==> src/rtl/evt_wdog_pkg.sv <==
package evt_wdog_pkg;
    typedef enum logic [1:0] {
        ST_IDLE,
        ST_RUN,
        ST_EXPIRED
    } wd_state_e;

    localparam logic [1:0] A_UNITS = 2'd0;
    localparam logic [1:0] A_COUNT = 2'd1;
    localparam logic [1:0] A_CFG   = 2'd2;
    localparam logic [1:0] A_STAT  = 2'd3;
endpackage

==> src/rtl/evt_wdog_regs.sv <==
module evt_wdog_regs
    import evt_wdog_pkg::*;
#(
    parameter int CNT_W  = 8,
    parameter int CODE_W = 4
) (
    input  logic              clk,
    input  logic              rst_n,
    input  logic              we,
    input  logic [1:0]        addr,
    input  logic [7:0]        wdata,
    input  logic              expired,
    output logic [7:0]        rdata,
    output logic              sec_mode,
    output logic [CNT_W-1:0]  count_val,
    output logic [2:0]        src_en,
    output logic [CODE_W-1:0] irq_code,
    output logic              count_wr,
    output logic              clr_wr
);
    assign count_wr = we && (addr == A_COUNT);
    assign clr_wr   = we && (addr == A_STAT) && wdata[0];

    always_ff @(posedge clk or negedge rst_n) begin
        if (!rst_n) begin
            sec_mode  <= 1'b0;
            count_val <= '0;
            src_en    <= '0;
            irq_code  <= '0;
        end else if (we) begin
            unique case (addr)
                A_UNITS: sec_mode  <= wdata[7];
                A_COUNT: count_val <= wdata[CNT_W-1:0];
                A_CFG: begin
                    src_en   <= wdata[2:0];
                    irq_code <= wdata[7:8-CODE_W];
                end
                default: ;
            endcase
        end
    end

    always_comb begin
        rdata = '0;
        unique case (addr)
            A_UNITS: rdata[7] = sec_mode;
            A_COUNT: rdata[CNT_W-1:0] = count_val;
            A_CFG:   rdata = {irq_code, 1'b0, src_en};
            A_STAT:  rdata[0] = expired;
            default: rdata = '0;
        endcase
    end

    // the unit bit follows bit 7 of a write to the units register
    p_units_store_r5: assert property (@(posedge clk) disable iff (!rst_n)
        (we && addr == A_UNITS) |=> (sec_mode == $past(wdata[7])));
endmodule

==> src/rtl/evt_wdog_core.sv <==
module evt_wdog_core
    import evt_wdog_pkg::*;
#(
    parameter int CNT_W   = 8,
    parameter int MIN_DIV = 60
) (
    input  logic             clk,
    input  logic             rst_n,
    input  logic             tick,
    input  logic             sec_mode,
    input  logic             reload,
    input  logic             count_wr,
    input  logic [CNT_W-1:0] wr_data,
    input  logic             clr_wr,
    input  logic [CNT_W-1:0] load_val,
    output logic             expired
);
    localparam int PRE_W = (MIN_DIV > 1) ? $clog2(MIN_DIV) : 1;
    localparam logic [PRE_W-1:0] PRE_LAST = PRE_W'(MIN_DIV - 1);

    wd_state_e        state, state_d;
    logic [CNT_W-1:0] remain;
    logic [PRE_W-1:0] presc;
    logic             unit_done;

    assign unit_done = tick && (sec_mode || presc == PRE_LAST);

    always_comb begin
        state_d = state;
        unique case (state)
            ST_IDLE: begin
                if (count_wr && wr_data != '0) state_d = ST_RUN;
            end
            ST_RUN: begin
                if (count_wr)
                    state_d = (wr_data == '0) ? ST_IDLE : ST_RUN;
                else if (!reload && unit_done && remain == CNT_W'(1))
                    state_d = ST_EXPIRED;
            end
            ST_EXPIRED: begin
                if (count_wr)
                    state_d = (wr_data == '0) ? ST_IDLE : ST_RUN;
                else if (clr_wr)
                    state_d = ST_RUN;
            end
            default: state_d = ST_IDLE;
        endcase
    end

    always_ff @(posedge clk or negedge rst_n) begin
        if (!rst_n) state <= ST_IDLE;
        else        state <= state_d;
    end

    always_ff @(posedge clk or negedge rst_n) begin
        if (!rst_n) begin
            remain <= '0;
            presc  <= '0;
        end else if (count_wr) begin
            remain <= wr_data;
            presc  <= '0;
        end else if (state == ST_EXPIRED && clr_wr) begin
            remain <= load_val;
            presc  <= '0;
        end else if (state == ST_RUN) begin
            if (reload) begin
                remain <= load_val;
                presc  <= '0;
            end else if (unit_done) begin
                presc <= '0;
                if (remain != CNT_W'(1)) remain <= remain - CNT_W'(1);
            end else if (tick) begin
                presc <= presc + PRE_W'(1);
            end
        end
    end

    always_comb expired = (state == ST_EXPIRED);

    p_run_nonzero_r3: assert property (@(posedge clk) disable iff (!rst_n)
        (state == ST_RUN) |-> (remain != '0));
    p_presc_range_r4: assert property (@(posedge clk) disable iff (!rst_n)
        ({1'b0, presc} < (PRE_W+1)'(MIN_DIV)));
    p_zero_stops_r2: assert property (@(posedge clk) disable iff (!rst_n)
        (count_wr && wr_data == '0) |=> (!expired && state == ST_IDLE));
    p_reload_wins_r8: assert property (@(posedge clk) disable iff (!rst_n)
        (state == ST_RUN && reload && !count_wr) |=>
        (state == ST_RUN && remain == $past(load_val)));
    p_sticky_r9: assert property (@(posedge clk) disable iff (!rst_n)
        (expired && !count_wr && !clr_wr) |=> expired);
    p_clear_r10: assert property (@(posedge clk) disable iff (!rst_n)
        (expired && clr_wr && !count_wr) |=> (!expired && state == ST_RUN));
    p_newval_r11: assert property (@(posedge clk) disable iff (!rst_n)
        (expired && count_wr) |=> !expired);
endmodule

==> src/rtl/evt_wdog_irqmap.sv <==
module evt_wdog_irqmap #(
    parameter int LINES    = 16,
    parameter int CODE_W   = 4,
    parameter int BAD_CODE = 2
) (
    input  logic              expired,
    input  logic [CODE_W-1:0] code,
    output logic [LINES-1:0]  irq_vec
);
    for (genvar g = 0; g < LINES; g++) begin : g_line
        if (g == 0 || g == BAD_CODE) begin : g_dead
            assign irq_vec[g] = 1'b0;
        end else begin : g_live
            assign irq_vec[g] = expired && (code == CODE_W'(g));
        end
    end

    // at most one request line at a time
    always_comb begin
        p_onehot_r12: assert ($onehot0(irq_vec));
    end
endmodule

==> src/rtl/evt_wdog.sv <==
module evt_wdog #(
    parameter int CNT_W     = 8,
    parameter int MIN_DIV   = 60,
    parameter int IRQ_LINES = 16
) (
    input  logic                 clk,
    input  logic                 rst_n,
    input  logic                 reg_we,
    input  logic [1:0]           reg_addr,
    input  logic [7:0]           reg_wdata,
    output logic [7:0]           reg_rdata,
    input  logic                 tick_sec,
    input  logic                 gp_access,
    input  logic                 kbd_irq,
    input  logic                 mouse_irq,
    output logic [IRQ_LINES-1:0] irq_vec,
    output logic                 expired
);
    localparam int CODE_W = $clog2(IRQ_LINES);

    logic              sec_mode, count_wr, clr_wr, reload;
    logic [CNT_W-1:0]  count_val;
    logic [2:0]        src_en;
    logic [CODE_W-1:0] irq_code;

    evt_wdog_regs #(.CNT_W(CNT_W), .CODE_W(CODE_W)) u_regs (
        .clk(clk), .rst_n(rst_n), .we(reg_we), .addr(reg_addr),
        .wdata(reg_wdata), .expired(expired), .rdata(reg_rdata),
        .sec_mode(sec_mode), .count_val(count_val), .src_en(src_en),
        .irq_code(irq_code), .count_wr(count_wr), .clr_wr(clr_wr)
    );

    assign reload = (src_en[0] && gp_access) || (src_en[1] && kbd_irq)
                 || (src_en[2] && mouse_irq);

    evt_wdog_core #(.CNT_W(CNT_W), .MIN_DIV(MIN_DIV)) u_core (
        .clk(clk), .rst_n(rst_n), .tick(tick_sec), .sec_mode(sec_mode),
        .reload(reload), .count_wr(count_wr),
        .wr_data(reg_wdata[CNT_W-1:0]), .clr_wr(clr_wr),
        .load_val(count_val), .expired(expired)
    );

    evt_wdog_irqmap #(.LINES(IRQ_LINES), .CODE_W(CODE_W), .BAD_CODE(2)) u_map (
        .expired(expired), .code(irq_code), .irq_vec(irq_vec)
    );

    p_irq_needs_exp_r12: assert property (@(posedge clk) disable iff (!rst_n)
        (|irq_vec) |-> expired);
endmodule

==> config.mk <==
export PLATFORM = sky130hd
export DESIGN_NAME = evt_wdog
export DESIGN_NICKNAME = d
export VERILOG_FILES = /design/src/rtl/evt_wdog_pkg.sv /design/src/rtl/evt_wdog_regs.sv /design/src/rtl/evt_wdog_core.sv /design/src/rtl/evt_wdog_irqmap.sv /design/src/rtl/evt_wdog.sv
export SDC_FILE = /design/constraint.sdc
export NUM_CORES = 1
export LEC_CHECK = 0
export BUFFER_PORTS_ARGS = -buffer_cell sky130_fd_sc_hd__buf_2
export CAP_MARGIN = 20
export CORE_AREA = 2 2 67 69
export CTS_BUF_LIST = sky130_fd_sc_hd__clkbuf_16
export DETAILED_ROUTE_END_ITERATION = 7
export DIE_AREA = 0 0 69 71
export GPL_ROUTABILITY_DRIVEN = 0
export PLACE_DENSITY_LB_ADDON = 0.25
export SYNTH_ARGS = -nofsm -noshare
export SYNTH_HDL_FRONTEND = slang
export SYNTH_SLANG_ARGS = --single-unit
==> constraint.sdc <==
create_clock -name clk -period 2.75 [get_ports clk]
set_input_delay 0 -clock clk [delete_from_list [all_inputs] [get_ports clk]]
set_output_delay 0 -clock clk [all_outputs]
set_load 0.01 [all_outputs]
==> impl_metrics.json <==
{
  "status": "complete, no violations",
  "worst_r2r_end": "u_core.remain[2]$_DFFE_PN0P_",
  "largest_vdd_supply_drop_mv": 0.3610,
  "nNetsFinal": 307,
  "number_of_storage_elements_in_the_synthesis_netlist": 32,
  "layout.cells.most_common": "nand2_1",
  "synth_largest_type_area_fraction_pct": 39.46,
  "insertedDiodeCount": 0,
  "port_buffers": 39,
  "cts_buffers": 5,
  "grt_max_degree": 33,
  "min_period_over_period_pct": 82.58,
  "path_delay_family": "compound AO/OA/AOI/OAI gates",
  "worstSetupPathType": "reg2reg",
  "vias_in_the_first_global_route": 1783,
  "setup.worst_path.start_class": "flop",
  "grt_setup_unrepaired": "no",
  "drt-total-wl_mm": 4.750,
  "cts_htree_levels": 2,
  "worstHoldPathCells": 3,
  "worstPathBufferInverterCount": 1,
  "firstDrtPassIters": 4,
  "cap_violations": 0,
  "critical-path-max-stage-delay_ns": 0.48,
  "fill_cells": 395,
  "floorplan.core_area_um2": 4204,
  "synth_top_family_by_area": "simple AND/OR/NAND/NOR gates",
  "initialDrtViolationCount": 142,
  "post-cts-setup-buffer-count": 0,
  "antenna_found_initial": 0,
  "synth.avg_cell_area_um2": 8.673,
  "post_synth_inst_count": 234,
  "worstSetupPathDepth": 5,
  "worst_clock_skew_ns": 0.004137,
  "vias_per_cell": 5.500,
  "clock_sinks": 32,
  "floorplan.die.width_um": 69,
  "grt_pass1_wl_mm": 8.342,
  "finalSetupViolCount": 0,
  "drv_slew": 0,
  "netlist_top_cells_area": "dfrtp_1 39%, nand2_1 8.5%, ha_1 5.5%",
  "grt.total_usage_pct": 21.30,
  "post_synth_instance_area_um2": 2029,
  "synth_compound_area_share_pct": 15.78,
  "clk-insertion-delay-late_ns": 0.28,
  "drive_gt1_share_pct": 21.63,
  "maxClockFrequency_mhz": 440.4,
  "timing_hold_violations_final": 0,
  "fin_setup_tns_ns": 0,
  "async_flop_share_pct": 100.0,
  "regToRegStartpoint": "u_regs.src_en[0]$_DFFE_PN0P_",
  "worst-endpoint-arrival_ns": 2.43,
  "synth_mux_area_share_pct": 5.487,
  "routedWlPerCell_um": 14.22,
  "synthXorXnorAreaFrac_pct": 3.021,
  "postPlaceCellArea_um2": 2258,
  "synth_cell_type_count": 43,
  "timing.reg2reg.worst_path_depth": 5,
  "powerDensity_nw_per_um2": 709.4,
  "cp_cell_sequence": "a222oi_1 > buf_4 > a21bo_2 > o32ai_4 > mux2_2",
  "io_pins": 42,
  "core.rowCount": 24,
  "grt_overflow_total": 0,
  "min_period_ns": 2.271,
  "count_of_flip_flops_with_a_built_in_enable_after_synthesis": 0,
  "cp_slowest_cell": "o32ai_4",
  "most-common-layout-cells": "46 x nand2_1, 39 x buf_2, 32 x dfrtp_1",
  "yosys_warnings": 0,
  "area_leader_netlist": "dfrtp_1",
  "cts_tree": "yes",
  "power.static_leakage_nw": 1.206,
  "cp.required_ns": 2.91,
  "drt_drc_violations_left": 0,
  "total_power_mw": 1.749,
  "layout.cell_area.non_filler_um2": 2465,
  "worstHoldEndpoint": "u_regs.count_val[7]$_DFFE_PN0P_",
  "endpoint_kind": "flop",
  "start_util_pct": 48.27,
  "fp.dieArea_um2": 4899,
  "worstPathMaxFanout": 15,
  "clock-root-buffer": "clkbuf_16",
  "worst_setup_hold_path_clk_slew_ns": 0.05,
  "synth_adder_area_share_pct": 5.549,
  "max_slew_margin_pct": 52.03,
  "ant_nets": 0,
  "route.vias.total": 1837,
  "cts_max_path_buffers": 2,
  "tightestPinTransition_ns": 0.7195,
  "yosys.area_share.simple_pct": 26.39,
  "timing.reg2reg.setup_slack_ns": 0.48,
  "synth_top_flop_cell": "dfrtp_1",
  "die_y_um": 71,
  "dp_hpwl_mm": 3.519,
  "hp-start": "reg_wdata[7]",
  "synthToLayoutAreaGrowth_pct": 21.45,
  "yosysSeqAreaShare_pct": 39.46,
  "min-delay-path-class": "in2reg"
}
-- sequential cells by signal, summed over array words and instances (netlist names) --
register / count
u_core.presc: 6
u_regs.sec_mode: 1
u_core.state: 2
u_regs.count_val: 8
u_regs.src_en: 3
u_regs.irq_code: 4
u_core.remain: 8
-- tightest hold or removal path, delay by kind of cell --
| family | cells | cell delay (ns) |
|---|---|---|
| buffers and inverters | 1 | 0.13 |
| and+or+nand+nor | 2 | 0.12 |
-- layer usage --
metal  GRT usage, %  vias to the layer above  routed length, µm
met1          27.00                      854               2144
met2          35.68                       57               2243
met5              0                        -                  0
met3          4.843                        7                279
met4          8.061                        0                 82
li1               -                      919                  -
-- through the flow --
step | std cells | utilization, % | hold slack, ns | worst slack [ns]
2_1_floorplan | 235 | - | -0.2956 | 0.7932
3_3_place_gp | 319 | 53.72 | 0.08957 | 0.5246
3_5_place_dp | 319 | 53.72 | 0.09292 | 0.4894
4_1_cts | 334 | 58.63 | 0.007700 | 0.4772
5_1_grt | 334 | 58.63 | 0.04231 | 0.3621
6_report | 334 | 58.63 | 0.01425 | 0.4791
-- synth_stat cells (3+ instances only) --
library cell / number
xor2_1: 4
a211oi_1: 3
nor2_1: 25
o31ai_1: 4
mux2_2: 9
nor4_1: 6
inv_1: 7
nor3_1: 8
dfrtp_1: 32
a31oi_1: 5
buf_4: 3
nor2b_1: 6
a222oi_1: 3
a22oi_1: 5
nand3_1: 6
xnor2_1: 3
clkbuf_1: 5
ha_1: 9
nand2b_1: 5
nand2_1: 46
o21ai_0: 13
-- power breakdown --
part / switching, mW / internal (mW)
Combinational: 0.279 / 0.248
Sequential: 0.129 / 0.584
Clock: 0.183 / 0.324
-- worst max-delay path by stage --
stage                                       startpoint                           end  slack, ns
after floorplan           u_regs.src_en[0]$_DFFE_PN0P_  u_core.remain[2]$_DFFE_PN0P_       0.79
after global placement    u_regs.src_en[0]$_DFFE_PN0P_  u_core.remain[2]$_DFFE_PN0P_       0.52
after detailed placement  u_regs.src_en[0]$_DFFE_PN0P_  u_core.remain[2]$_DFFE_PN0P_       0.49
after CTS                 u_regs.src_en[0]$_DFFE_PN0P_  u_core.remain[2]$_DFFE_PN0P_       0.48
after global routing      u_regs.src_en[0]$_DFFE_PN0P_  u_core.remain[2]$_DFFE_PN0P_       0.36
final                     u_regs.src_en[0]$_DFFE_PN0P_  u_core.remain[2]$_DFFE_PN0P_       0.48
-- cell families (layout without fill, tap and decap cells) --
family / count (synthesis) / count (layout)
fa+ha+maj: 9 / 9
compound gates: 44 / 44
buf+inv: 17 / 64
flops: 32 / 32
mux: 10 / 10
other cells: 1 / 2
simple gates: 114 / 114
xor+xnor: 7 / 7
-- cell type report --
class,instances,area (µm²),area share [%]
flip-flops and latches,32,800.8,32.49
well taps,52,65.06,2.640
inverters,7,26.28,1.066
repair buffers,49,287.8,11.68
multi-input cells,186,1149,46.60
clock buffers,5,125.1,5.076
clock inverters,3,11.26,0.4569
-- timing repair --
item,in CTS,in global routing
gates resized for setup,0,0
hold buffers,7,0
endpoints found under the hold margin,41,0
No activity file was read; power rests on OpenSTA's default activity.
